**src/rtl/par_strobe_pkg.sv**
```systemverilog
package par_strobe_pkg;

    parameter int DATA_W = 8;
    parameter int WS_W   = 4;

    localparam logic [1:0] OP_ADDR_WR = 2'b00;
    localparam logic [1:0] OP_DATA_WR = 2'b01;

    typedef enum logic [2:0] {
        PH_IDLE,
        PH_SETUP,
        PH_WAIT_A,
        PH_STROBE,
        PH_WAIT_B,
        PH_FIN
    } phase_e;

    typedef struct packed {
        logic [1:0]      route;
        logic            cs_en;
        logic            s1_en;
        logic [WS_W-1:0] ws;
    } cfg_t;

    localparam int CFG_W = $bits(cfg_t);

    // 1 when the transfer belongs to the first strobe
    function automatic logic to_first(input logic [1:0] mode,
                                      input logic [1:0] op,
                                      input logic       odd);
        logic f;
        if (mode[1])      f = odd;
        else if (mode[0]) f = ~op[1];
        else              f = (op == OP_ADDR_WR);
        return f;
    endfunction

endpackage

```
**src/rtl/par_cfg_reg.sv**
```systemverilog
module par_cfg_reg
    import par_strobe_pkg::*;
(
    input  logic             clk,
    input  logic             rst,
    input  logic             we,
    input  logic [CFG_W-1:0] wdata,
    output cfg_t             cfg
);
    always_ff @(posedge clk) begin
        if (rst)     cfg <= '0;
        else if (we) cfg <= cfg_t'(wdata);
    end
endmodule

```
**src/rtl/par_seq_fsm.sv**
```systemverilog
module par_seq_fsm
    import par_strobe_pkg::*;
#(
    parameter int CW = WS_W
) (
    input  logic          clk,
    input  logic          rst,
    input  logic          cyc_en,
    input  logic          start,
    input  logic [CW-1:0] ws,
    output phase_e        phase,
    output logic          cap
);
    logic [CW-1:0] cnt;

    assign cap = (phase == PH_STROBE) && cyc_en;

    always_ff @(posedge clk) begin
        if (rst) begin
            phase <= PH_IDLE;
            cnt   <= '0;
        end else begin
            unique case (phase)
                PH_IDLE:   if (start) phase <= PH_SETUP;
                PH_SETUP:  if (cyc_en) begin
                               if (ws == '0) phase <= PH_STROBE;
                               else begin
                                   cnt   <= ws;
                                   phase <= PH_WAIT_A;
                               end
                           end
                PH_WAIT_A: if (cyc_en) begin
                               if (cnt == CW'(1)) phase <= PH_STROBE;
                               else               cnt   <= cnt - 1'b1;
                           end
                PH_STROBE: if (cyc_en) begin
                               if (ws == '0) phase <= PH_FIN;
                               else begin
                                   cnt   <= ws;
                                   phase <= PH_WAIT_B;
                               end
                           end
                PH_WAIT_B: if (cyc_en) begin
                               if (cnt == CW'(1)) phase <= PH_FIN;
                               else               cnt   <= cnt - 1'b1;
                           end
                PH_FIN:    phase <= PH_IDLE;
                default:   phase <= PH_IDLE;
            endcase
        end
    end
endmodule

```
**src/rtl/par_strobe_route.sv**
```systemverilog
module par_strobe_route
    import par_strobe_pkg::*;
(
    input  cfg_t       cfg,
    input  logic [1:0] op,
    input  logic       odd,
    input  phase_e     phase,
    output logic       strobe1,
    output logic       strobe2,
    output logic       chip_sel,
    output logic       out_en,
    output logic       drive_en
);
    logic active, str_ph, first;

    always_comb begin
        active   = (phase == PH_SETUP) || (phase == PH_WAIT_A) ||
                   (phase == PH_STROBE) || (phase == PH_WAIT_B);
        str_ph   = (phase == PH_STROBE);
        first    = to_first(cfg.route, op, odd);
        strobe1  = str_ph & first & cfg.s1_en;
        strobe2  = str_ph & ~first;
        chip_sel = active & cfg.cs_en;
        out_en   = active & op[1];
        drive_en = active & ~op[1];
    end
endmodule

```
**src/rtl/par_strobe_seq.sv**
```systemverilog
module par_strobe_seq
    import par_strobe_pkg::*;
#(
    parameter int DW = DATA_W
) (
    input  logic             clk,
    input  logic             rst,
    input  logic             cyc_en,
    input  logic             cfg_we,
    input  logic [CFG_W-1:0] cfg_wdata,
    input  logic             req_valid,
    input  logic [1:0]       req_op,
    input  logic [DW-1:0]    req_data,
    output logic             busy,
    output logic             done,
    output logic [DW-1:0]    rd_data,
    output logic [DW-1:0]    pdata_out,
    output logic             pdata_oe,
    input  logic [DW-1:0]    pdata_in,
    output logic             out_en,
    output logic             chip_sel,
    output logic             strobe1,
    output logic             strobe2
);
    cfg_t          cfg_live, cfg_txn;
    phase_e        phase;
    logic          cap, accept, odd_q;
    logic [1:0]    op_q;
    logic [DW-1:0] data_q, rd_q;

    assign accept = req_valid && (phase == PH_IDLE);

    par_cfg_reg u_cfg (
        .clk   (clk),
        .rst   (rst),
        .we    (cfg_we),
        .wdata (cfg_wdata),
        .cfg   (cfg_live)
    );

    par_seq_fsm #(.CW(WS_W)) u_fsm (
        .clk    (clk),
        .rst    (rst),
        .cyc_en (cyc_en),
        .start  (accept),
        .ws     (cfg_txn.ws),
        .phase  (phase),
        .cap    (cap)
    );

    always_ff @(posedge clk) begin
        if (rst) begin
            cfg_txn <= '0;
            op_q    <= '0;
            data_q  <= '0;
            odd_q   <= 1'b0;
            rd_q    <= '0;
        end else begin
            if (accept) begin
                cfg_txn <= cfg_live;
                op_q    <= req_op;
                data_q  <= req_data;
                if (req_op == OP_ADDR_WR) odd_q <= req_data[0];
            end
            if (cap && op_q[1]) rd_q <= pdata_in;
        end
    end

    par_strobe_route u_route (
        .cfg      (cfg_txn),
        .op       (op_q),
        .odd      (odd_q),
        .phase    (phase),
        .strobe1  (strobe1),
        .strobe2  (strobe2),
        .chip_sel (chip_sel),
        .out_en   (out_en),
        .drive_en (pdata_oe)
    );

    assign busy      = (phase != PH_IDLE);
    assign done      = (phase == PH_FIN);
    assign rd_data   = rd_q;
    assign pdata_out = data_q;
endmodule

```
**config.mk**
```make
export PLATFORM = sky130hd
export DESIGN_NAME = par_strobe_seq
export DESIGN_NICKNAME = d
export VERILOG_FILES = /design/src/rtl/par_strobe_pkg.sv /design/src/rtl/par_cfg_reg.sv /design/src/rtl/par_seq_fsm.sv /design/src/rtl/par_strobe_route.sv /design/src/rtl/par_strobe_seq.sv
export SDC_FILE = /design/constraint.sdc
export NUM_CORES = 1
export LEC_CHECK = 0
export BUFFER_PORTS_ARGS = -buffer_cell sky130_fd_sc_hd__buf_2
export CAP_MARGIN = 10
export CORE_ASPECT_RATIO = 0.75
export CORE_MARGIN = 3
export CORE_UTILIZATION = 50
export CTS_CLUSTER_DIAMETER = 80
export DETAILED_ROUTE_END_ITERATION = 10
export HOLD_SLACK_MARGIN = 0.05
export PLACE_DENSITY = 0.77
export SLEW_MARGIN = 20
export SYNTH_ARGS = -nofsm -noshare
export SYNTH_HDL_FRONTEND = slang
export SYNTH_SLANG_ARGS = --single-unit
```
**constraint.sdc**
```tcl
create_clock -name clk -period 1.9 [get_ports clk]
set_input_delay 0.095 -clock clk [delete_from_list [all_inputs] [get_ports clk]]
set_output_delay 0.095 -clock clk [all_outputs]
set_load 0.03 [all_outputs]
```
==> metrics <==
die area=about 0.0047 mm²; clk root buf=clkbuf_8; DR pass1 iterations=4; later-pin clock latency in the skew report=0.29 ns; slowest cell on the critical path=dfxtp_2; syn nets=256; die width=78.2 µm; Area contributors post-synth=dfxtp_1 (43%), mux2i_1 (8.7%), nand2_1 (7.9%); Post-DRT Antenna Nets=0; layout cell share with drive strength beyond 1=0.272; CP required=1.80 ns; worst vdd ir=about 0.00057 V; met1 usage in global routing=0.245; Main synth FF type=dfxtp_1; Yosys top cell area share=0.430; leading area contributor after synthesis=dfxtp_1; core area=~0.0037 mm²; WP buf/inv=2; Die Y=60.2 µm; FP Rows=19; r2r setup slk=0.28 ns; delay-heaviest family, CP=flip-flops; Worst Path Class, Setup=reg2out; Slew Viols, Final=0; M3 GR Usage=0.0497; TritonCTS Sinks=42; DRT iter0 DRCs=89; Hold Fails Final Rpt=0; EDFF count, synth=0; Placer Congestion=roughly 0.85; vias in the first global route=1,674; fraction of registers with async set/reset=0; Final nets=320; Hold Path Class=in2reg; crit share post-route=0.898; CTS max path bufs=2; total CTS buffers=5; Tightest Pin Transition=0.533 ns; Initial Util=0.528; Startpoint Class=register; vias=1,729; run status=complete, no violations; register area share after synthesis=0.430; first-pass GRT wire length=7460 µm; port bufs=between 50 and 60; gr ovfl total=0; Post-Route WL=about 4400 µm; Setup Viol. Count Final=0; synthesized flop and latch total=42; pwr/cell area=about 850 mW/mm²; Area Growth Syn to Fin=25.4%; Warnings, synthesis=0; maximum fanout along the worst path=11; Worst Clk Skew=about 0.0027 ns; GRT Util Overall=0.202; CTS tree=yes; CTS H-tree lvls=2; post-synthesis cell count=between 200 and 250; pin count of the biggest net entering global routing=30; # IOs=54; crit end category=primary output; met2 Resource Use GR=0.352; Post-Syn Area=0.00196 mm²; clock transition at the registers of the reported paths=~0.070 ns; static leakage=1.02 nW; Avg Vias per Cell=between 5 and 6; initial antenna violation count=0; gr busiest metal=met2; per-cell routed wire length=~13 µm; HPWL after DPL=3110 µm; Synth cell types=50; Max-Cap Viols=0; Slew HR=0.645; hold slack=0.0517 ns; RSZ-0062 raised after global routing=no; Non-Filler Instances=~340; CP cell instances=buf_4 -> nor2_1 -> xnor2_1 -> and2_1 -> buf_2; Mean Syn Cell Area=~8.8 µm²; Post-route DRC=0; Max Freq=slightly below 0.6 GHz; arrival time at the worst endpoint=roughly 1.6 ns; most common cell after layout, fill and taps aside=buf_2; number of diodes=0; placed cell count=approximately 320; total negative slack=0 ns; Final Critical Period=between 1.5 and 2 ns; most frequent cells in the layout=buf_2 (53), nand2_1 (41), dfxtp_1 (41); crit-path max cell delay=0.45 ns
[per-stage QoR]
step | util | instance area, µm² | power, mW | setup WS (ns)
after global routing | 0.662 | 2450 | 2.21 | 0.0471
after detailed placement | 0.596 | 2210 | 1.54 | 0.302
after CTS | 0.661 | 2450 | 2.10 | 0.0393
final | 0.662 | 2450 | 2.08 | 0.194
after floorplan | - | 1960 | 1.42 | 0.424
after global placement | 0.596 | 2210 | 1.53 | 0.327
[final cells by class]
type	count	area (µm²)
well taps	52	65.1
repair buffers	75	470
flip-flops and latches	42	842
multi-input cells	159	981
clock buffers	6	72.6
clock inverters	1	7.51
fillers	341	1250
inverters	4	15.0
[power by group]
group          internal, mW  switching [mW]  total (mW)
logic                 0.222           0.324       0.547
registers             0.940          0.0589       0.999
clock network         0.252           0.284       0.536
[path summary, 6_finish.rpt]
| kind | end | cells past startpoint | from |
|---|---|---|---|
| worst max register to register | u_fsm.cnt[0] | 7 | u_fsm.cnt[1] |
| worst min register to register | cfg_txn[5] | 2 | cfg_txn[5] |
| worst min-delay path | pdata_out[5] | 3 | req_data[5] |
| worst max-delay path | chip_sel | 5 | u_fsm.phase[0] |
[flip-flops by register name, summed over array words and instances (netlist names)]
| signal | cells |
|---|---|
| cfg_txn | 8 |
| odd_q | 1 |
| rd_data | 8 |
| u_cfg.cfg | 8 |
| pdata_out | 8 |
| op_q | 2 |
| u_fsm.cnt | 4 |
| u_fsm.phase | 3 |
[Yosys cell counts, drive strengths merged, types with 3 or more instances]
library cell  number
and2               4
o21ai              8
clkbuf             8
nor3               4
nor2b              5
dfxtp             42
mux2i             17
nand3b             3
inv                4
a21oi             25
nand2             41
nor2              22
buf               10
[routing by layer]
metal	share of wire	wire (µm)
met3	0.053	232
met4	0.0087	38
met2	0.48	2130
met5	0	0
met1	0.45	2000
[repair_timing]
action / CTS / global route
endpoints found under the setup margin: 0 / 3
hold endpoints to repair: 16 / 0
hold buffers: 16 / 0
setup buffers: 0 / 0
resized for setup: 0 / 1
[worst register-to-register path, stage by stage (launching register included)]
cell	delay [ns]
dfxtp_1	0.34
inv_1	0.06
ha_1	0.16
nor3b_2	0.18
nor3b_1	0.31
a21oi_1	0.12
a211oi_1	0.25
o21ai_1	0.10
[kinds of logic (layout without fill, tap and decap cells)]
logic type | after synthesis | count (layout) | share of synthesized area
multiplexers | 17 | 17 | 0.0870
AND/OR/NAND/NOR | 91 | 91 | 0.235
buffers and inverters | 22 | 86 | 0.0690
adder cells (fa/ha/maj) | 2 | 2 | 0.0128
flip-flops | 42 | 42 | 0.430
AO/OA/AOI/OAI | 46 | 46 | 0.149
XOR/XNOR | 3 | 3 | 0.0173
No activity file was read; power rests on OpenSTA's default activity.
